$ cat config.mk
export PLATFORM = sky130hd
export DESIGN_NAME = twostage_wdt
export DESIGN_NICKNAME = d
export VERILOG_FILES = /design/src/rtl/twostage_wdt_pkg.sv /design/src/rtl/wdt2_timebase.sv /design/src/rtl/wdt2_regif.sv /design/src/rtl/wdt2_ctrl.sv /design/src/rtl/wdt2_rstgen.sv /design/src/rtl/twostage_wdt.sv
export SDC_FILE = /design/constraint.sdc
export NUM_CORES = 1
export LEC_CHECK = 0
export ABC_AREA = 0
export BUFFER_PORTS_ARGS = -buffer_cell sky130_fd_sc_hd__buf_2
export CORE_ASPECT_RATIO = 0.5
export CORE_MARGIN = 8
export CORE_UTILIZATION = 40
export DETAILED_ROUTE_END_ITERATION = 7
export GPL_TIMING_DRIVEN = 0
export HOLD_SLACK_MARGIN = 0.1
export PLACE_DENSITY_LB_ADDON = 0.2
export SKIP_LAST_GASP = 1
export SYNTH_ARGS = -nofsm -noshare
export SYNTH_HDL_FRONTEND = slang
export SYNTH_SLANG_ARGS = --single-unit
$ cat constraint.sdc
create_clock -name clk -period 3.1 [get_ports clk]
set_clock_uncertainty 0.1 [all_clocks]
set_input_delay 0.155 -clock clk [delete_from_list [all_inputs] [get_ports clk]]
set_output_delay 0.155 -clock clk [all_outputs]
set_load 0.05 [all_outputs]
$ cat src/rtl/twostage_wdt_pkg.sv
package twostage_wdt_pkg;
  // byte offsets of the register map
  localparam int OFS_CTRL0 = 'h0;
  localparam int OFS_CTRL1 = 'h4;
  localparam int OFS_TBASE = 'h8;
  // bit positions inside control register 0
  localparam int BIT_EN_A   = 1;
  localparam int BIT_STAGE  = 2;
  localparam int BIT_RCAUSE = 3;
  // bit position inside control register 1
  localparam int BIT_EN_B   = 0;
endpackage

$ cat src/rtl/wdt2_timebase.sv
module wdt2_timebase #(
  parameter int TB_W       = 32,
  parameter int INTERVAL_N = 16
) (
  input  logic            clk,
  input  logic            rst_n,
  output logic [TB_W-1:0] tb_val,
  output logic            expiry
);
  logic [TB_W-1:0] cnt_q, cnt_d;

  always_comb begin
    cnt_d = cnt_q + TB_W'(1);
  end

  always_ff @(posedge clk or negedge rst_n) begin
    if (!rst_n) cnt_q <= '0;
    else        cnt_q <= cnt_d;
  end

  // the low INTERVAL_N bits carry out at the coming edge: one pulse per interval
  assign expiry = &cnt_q[INTERVAL_N-1:0];
  assign tb_val = cnt_q;
endmodule

$ cat src/rtl/wdt2_regif.sv
module wdt2_regif
  import twostage_wdt_pkg::*;
#(
  parameter int ADDR_W = 4,
  parameter int DATA_W = 32,
  parameter int TB_W   = 32
) (
  input  logic              reg_we,
  input  logic [ADDR_W-1:0] reg_addr,
  input  logic              en_a,
  input  logic              en_b,
  input  logic              stage,
  input  logic              rcause,
  input  logic [TB_W-1:0]   tb_val,
  output logic              wr_ctrl0,
  output logic              wr_ctrl1,
  output logic [DATA_W-1:0] reg_rdata
);
  localparam logic [ADDR_W-1:0] A_CTRL0 = ADDR_W'(OFS_CTRL0);
  localparam logic [ADDR_W-1:0] A_CTRL1 = ADDR_W'(OFS_CTRL1);
  localparam logic [ADDR_W-1:0] A_TBASE = ADDR_W'(OFS_TBASE);

  logic hit0, hit1, hit_tb;

  always_comb begin
    hit0   = (reg_addr == A_CTRL0);
    hit1   = (reg_addr == A_CTRL1);
    hit_tb = (reg_addr == A_TBASE);
  end

  assign wr_ctrl0 = reg_we & hit0;
  assign wr_ctrl1 = reg_we & hit1;

  always_comb begin
    reg_rdata = '0;
    if (hit0) begin
      reg_rdata[BIT_EN_A]   = en_a;
      reg_rdata[BIT_STAGE]  = stage;
      reg_rdata[BIT_RCAUSE] = rcause;
    end else if (hit1) begin
      reg_rdata[BIT_EN_B] = en_b;
    end else if (hit_tb) begin
      reg_rdata = DATA_W'(tb_val);
    end
  end
endmodule

$ cat src/rtl/wdt2_ctrl.sv
module wdt2_ctrl #(
  parameter bit ENABLE_ONCE = 1'b0
) (
  input  logic clk,
  input  logic rst_n,
  input  logic expiry,
  input  logic wr_ctrl0,
  input  logic wr_ctrl1,
  input  logic w_en_a,
  input  logic w_stage_clr,
  input  logic w_rcause_clr,
  input  logic w_en_b,
  output logic en_a,
  output logic en_b,
  output logic stage,
  output logic rcause,
  output logic armed,
  output logic fire,
  output logic irq
);
  logic en_a_q, en_b_q, stage_q, rcause_q, irq_q;
  logic en_a_d, en_b_d, stage_d, rcause_d;
  logic first_exp, upd, lock;

  assign armed     = en_a_q & en_b_q;
  assign first_exp = expiry & armed & ~stage_q;
  assign fire      = expiry & armed & stage_q;

  generate
    if (ENABLE_ONCE) begin : g_once
      logic lock_q;
      always_ff @(posedge clk or negedge rst_n) begin
        if (!rst_n) lock_q <= 1'b0;
        else        lock_q <= (lock_q | armed) & ~fire;
      end
      assign lock = lock_q | armed;
    end else begin : g_free
      assign lock = 1'b0;
    end
  endgenerate

  // next state: writes first, expiry events override (set beats clear)
  always_comb begin
    en_a_d   = en_a_q;
    en_b_d   = en_b_q;
    stage_d  = stage_q;
    rcause_d = rcause_q;
    if (wr_ctrl0) begin
      en_a_d = w_en_a | (lock & en_a_q);
      if (w_stage_clr)  stage_d  = 1'b0;
      if (w_rcause_clr) rcause_d = 1'b0;
    end
    if (wr_ctrl1) en_b_d = w_en_b | (lock & en_b_q);
    if (first_exp) stage_d = 1'b1;
    if (fire) begin
      stage_d  = 1'b0;
      rcause_d = 1'b1;
      en_a_d   = 1'b0;
      en_b_d   = 1'b0;
    end
  end

  assign upd = wr_ctrl0 | wr_ctrl1 | expiry;

  always_ff @(posedge clk or negedge rst_n) begin
    if (!rst_n) begin
      en_a_q   <= 1'b0;
      en_b_q   <= 1'b0;
      stage_q  <= 1'b0;
      rcause_q <= 1'b0;
    end else if (upd) begin
      en_a_q   <= en_a_d;
      en_b_q   <= en_b_d;
      stage_q  <= stage_d;
      rcause_q <= rcause_d;
    end
  end

  always_ff @(posedge clk or negedge rst_n) begin
    if (!rst_n) irq_q <= 1'b0;
    else        irq_q <= first_exp;
  end

  assign en_a   = en_a_q;
  assign en_b   = en_b_q;
  assign stage  = stage_q;
  assign rcause = rcause_q;
  assign irq    = irq_q;
endmodule

$ cat src/rtl/wdt2_rstgen.sv
module wdt2_rstgen #(
  parameter int RST_LEN = 16
) (
  input  logic clk,
  input  logic rst_n,
  input  logic fire,
  output logic sys_rst
);
  localparam int CW = $clog2(RST_LEN + 1);

  logic [CW-1:0] cnt_q, cnt_d;
  logic          busy, cnt_en;

  assign busy   = (cnt_q != '0);
  assign cnt_en = fire | busy;

  always_comb begin
    if (fire) cnt_d = CW'(RST_LEN);
    else      cnt_d = cnt_q - CW'(1);
  end

  always_ff @(posedge clk or negedge rst_n) begin
    if (!rst_n)      cnt_q <= '0;
    else if (cnt_en) cnt_q <= cnt_d;
  end

  assign sys_rst = busy;
endmodule

$ cat src/rtl/twostage_wdt.sv
module twostage_wdt
  import twostage_wdt_pkg::*;
#(
  parameter int ADDR_W      = 4,
  parameter int DATA_W      = 32,
  parameter int TB_W        = 32,
  parameter int INTERVAL_N  = 16,
  parameter int RST_LEN     = 16,
  parameter bit ENABLE_ONCE = 1'b0
) (
  input  logic              clk,
  input  logic              rst_n,
  input  logic              reg_we,
  input  logic [ADDR_W-1:0] reg_addr,
  input  logic [DATA_W-1:0] reg_wdata,
  output logic [DATA_W-1:0] reg_rdata,
  output logic              irq,
  output logic              sys_rst
);
  logic            rst_meta, rst_sync_n;
  logic [TB_W-1:0] tb_val;
  logic            expiry, wr_ctrl0, wr_ctrl1;
  logic            en_a, en_b, stage, rcause, armed, fire;
  logic            wdata_unused;

  // asynchronous assertion, synchronous release
  always_ff @(posedge clk or negedge rst_n) begin
    if (!rst_n) begin
      rst_meta   <= 1'b0;
      rst_sync_n <= 1'b0;
    end else begin
      rst_meta   <= 1'b1;
      rst_sync_n <= rst_meta;
    end
  end

  assign wdata_unused = ^reg_wdata;

  wdt2_timebase #(.TB_W(TB_W), .INTERVAL_N(INTERVAL_N)) u_tbase (
    .clk    (clk),
    .rst_n  (rst_sync_n),
    .tb_val (tb_val),
    .expiry (expiry)
  );

  wdt2_regif #(.ADDR_W(ADDR_W), .DATA_W(DATA_W), .TB_W(TB_W)) u_regif (
    .reg_we    (reg_we),
    .reg_addr  (reg_addr),
    .en_a      (en_a),
    .en_b      (en_b),
    .stage     (stage),
    .rcause    (rcause),
    .tb_val    (tb_val),
    .wr_ctrl0  (wr_ctrl0),
    .wr_ctrl1  (wr_ctrl1),
    .reg_rdata (reg_rdata)
  );

  wdt2_ctrl #(.ENABLE_ONCE(ENABLE_ONCE)) u_ctrl (
    .clk          (clk),
    .rst_n        (rst_sync_n),
    .expiry       (expiry),
    .wr_ctrl0     (wr_ctrl0),
    .wr_ctrl1     (wr_ctrl1),
    .w_en_a       (reg_wdata[BIT_EN_A]),
    .w_stage_clr  (reg_wdata[BIT_STAGE]),
    .w_rcause_clr (reg_wdata[BIT_RCAUSE]),
    .w_en_b       (reg_wdata[BIT_EN_B]),
    .en_a         (en_a),
    .en_b         (en_b),
    .stage        (stage),
    .rcause       (rcause),
    .armed        (armed),
    .fire         (fire),
    .irq          (irq)
  );

  wdt2_rstgen #(.RST_LEN(RST_LEN)) u_rstgen (
    .clk     (clk),
    .rst_n   (rst_sync_n),
    .fire    (fire),
    .sys_rst (sys_rst)
  );
endmodule

==> results.json <==
{
  "status": "finished, final reports clean",
  "power_density_nw_per_um2": 395,
  "seq_area_um2": 1100,
  "synth_area_leader_cell": "dfrtp_1",
  "crit_path_max_fanout": 7,
  "setup_viol": 0,
  "cts_made_buffers": 5,
  "clock_latency_ns": 0.29,
  "drt_iter0_drc": 28,
  "synth-seq-area-share_pct": 50.1,
  "port_buffers": 44,
  "fmax_mhz": 410,
  "diodes": 0,
  "rsz0062_at_grt": "false",
  "pwr-share-comb_pct": 5.3,
  "synthDistinctLibCells": 33,
  "gp_congestion": 0.786,
  "grt.overflow.total": 0,
  "avgSynthCellArea_um2": 10.4,
  "dr.pass1.iters": 3,
  "crit_required_ns": 3.23,
  "crit-reg2reg-launch": "u_tbase.tb_val[1]",
  "timing_worst_setup_path_type": "in -> reg",
  "h-tree-depth": 2,
  "syn_area_um2": 2200,
  "start_util_pct": 40.7,
  "fin_area_um2": 2740,
  "syn2layout_area_growth_pct": 24.6,
  "synth_top_area_share_pct": 50.1,
  "multi_input_area_um2": 1040,
  "crit_chain": "buf_2 -> nor4_1 -> nand3_1 -> dlygate4sd3_1 -> a21oi_1 -> dlygate4sd3_1",
  "cts.repair.resized": 0,
  "wirelength_um": 4480,
  "ios": 73,
  "die_area_um2": 8260,
  "internal_power_mw": 0.848,
  "synth_seq_cells": 44,
  "period_share_pct": 78.7,
  "yosysWarnings": 0,
  "grt_pass1_vias": 1668,
  "place_area_um2": 2530,
  "ir_drop_uv": 254,
  "r2r_cells": 7,
  "synthTopCellsByArea": "dfrtp_1 (50%), xnor2_1 (8.8%), and2_1 (8.0%)",
  "clkSlewWorstSetupHoldPaths_ns": 0.08,
  "crit_path_end": "u_ctrl.en_a",
  "slowest_delay_ns": 0.88,
  "grt_start_max_net_pins": 34,
  "worstMarginPinSlew_ns": 1.03,
  "p_sw_share_pct": 21.5,
  "syn_inst": 211,
  "core_area_um2": 5400,
  "fillers": 489,
  "cts_tree": "built",
  "synth_nets": 253,
  "cts_buffer_depth": 2,
  "root_buffer": "clkbuf_8",
  "rows": 19,
  "power_frac_clock_pct": 39.8,
  "p_leak_nw": 1.42,
  "rrSetupSlack_ns": 0.77,
  "drv_cap": 0,
  "vias": 1635,
  "hold_path.class": "reg -> async",
  "die_w_um": 121,
  "place_hpwl_um": 3250,
  "postRouteAntennaNets": 0,
  "clock_sinks": 44,
  "cp-startpoint": "reg_addr[1]",
  "post_drt_wl_per_cell_um": 12.9,
  "finalNetCount": 315,
  "switching_power_mw": 0.232,
  "finalHoldViolCount": 0,
  "crit_path_end_kind": "flop",
  "drive_gt1_share_pct": 22.6,
  "vias_per_cell": 4.71,
  "grt_pass1_wl_um": 7900,
  "tns_ns": 0,
  "power_mw": 1.08,
  "drv_slew": 0,
  "slew_headroom_pct": 30.6,
  "finalCriticalPeriod_ns": 2.44,
  "crit_path_top_delay_cell": "nor4_1",
  "start_kind": "input port",
  "p_seq_share_pct": 54.8,
  "antenna_found_initial": 0,
  "route.detailed.drc": 0,
  "worstReg2RegEnd": "u_ctrl.en_a",
  "dieHeight_um": 68.4,
  "grt_util_all_layers_pct": 12.0,
  "path_common_cell": "dlygate4sd3_1",
  "cp.arrival_ns": 2.57
}
## cell type report
class                   count  share of cell area (%)
well taps                  73                    3.34
inverters                   5                   0.686
multi-input cells         155                    38.1
repair buffers             55                    12.4
plain buffers               7                    1.23
clock inverters             2                    1.28
clock buffers               6                    2.65
flip-flops and latches     44                    40.3
## worst max-delay path: cells and delay by family
kind	cells	cell delay, ns
buf+inv	3	1.27
simple gates	2	1.03
compound gates	1	0.12
## metrics by stage
step           worst slack, ns  util, %  cells  hold WS (ns)
2_1_floorplan             1.09        -    211        -0.241
3_3_place_gp             0.980     46.5    328        -0.160
3_5_place_dp             0.987     46.9    329        -0.159
4_1_cts                  0.666     50.7    347         0.128
5_1_grt                  0.477     50.7    347         0.166
6_report                 0.659     50.7    347         0.136
## flip-flops by register name, indices dropped and copies added (netlist names)
register / flops
rst_meta: 1
rst_sync_n: 1
u_ctrl.en_a: 1
u_ctrl.en_b: 1
u_ctrl.irq: 1
u_ctrl.rcause: 1
u_ctrl.stage: 1
u_rstgen.cnt_q: 5
u_tbase.tb_val: 32
## worst min path at each step
stage	endpoint	slack, ns	start	cells after the start
finish	u_tbase.tb_val[23]	0.14	rst_sync_n	1
global route	u_tbase.tb_val[14]	0.17	rst_sync_n	1
detailed placement	rst_meta	-0.16	rst_n	1
global placement	rst_meta	-0.16	rst_n	1
floorplan	rst_meta	-0.24	rst_n	0
CTS	u_ctrl.stage	0.13	reg_we	4
## cell families (layout without fill, tap and decap cells)
group	after synthesis	in the layout	synth area share [%]
flops	44	44	50.1
compound gates	9	9	2.96
other cells	1	1	0.171
mux	2	2	0.912
simple gates	108	108	28.9
buf+inv	12	75	2.39
fa+ha+maj	3	3	1.71
xor+xnor	32	32	12.8
## routing by layer
| metal | GRT usage, % | share of wire (%) |
|---|---|---|
| met5 | 0 | 0 |
| met2 | 20.8 | 48 |
| met4 | 5.86 | 1.7 |
| met1 | 13.7 | 46 |
| met3 | 3.54 | 4.0 |
## cells in the mapped netlist
cell type,count
a211o_1,1
a211oi_1,1
a21o_1,1
a21oi_1,3
a22o_1,3
and2_1,28
and3_1,5
and4_1,3
buf_2,3
buf_4,1
clkbuf_1,3
conb_1,1
dfrtp_1,44
ha_1,3
inv_1,5
mux2i_1,2
nand2_1,15
nand2b_1,1
nand3_1,19
nand3_2,1
nand4_1,5
nand4_4,2
nor2_1,15
nor2b_1,2
nor3_1,6
nor3b_1,1
nor4_1,1
nor4_2,1
nor4_4,1
nor4b_1,1
or3_1,1
xnor2_1,22
xor2_1,10
## power groups by stage
stage	Sequential, mW	Combinational, mW	Clock, mW
after detailed placement	0.606	0.0459	0
after CTS	0.592	0.0592	0.449
after global routing	0.594	0.0654	0.473
after floorplan	0.608	0.0205	0
final	0.592	0.0577	0.430
after global placement	0.614	0.0335	0
## placed cells by master, fill, tap and decap left out, types with 2 or more instances in the layout
cell           instances
and2_1                28
and3_1                 5
dfrtp_1               43
xnor2_1               22
nor2b_1                2
inv_1                  5
mux2i_1                2
ha_1                   3
buf_2                 47
nor3_1                 6
nand4_1                5
a21oi_1                3
and4_1                 3
nand4_4                2
nor2_1                15
a22o_1                 3
dlygate4sd3_1         10
clkbuf_8               5
nand2_1               15
nand3_1               19
clkbuf_1               4
xor2_1                10
## what timing repair did
action | 4_1_cts | 5_1_grt
endpoints found under the hold margin | 15 | 0
hold buffers | 10 | 0
setup buffers | 0 | 0
(Power assumes the default switching activity.)
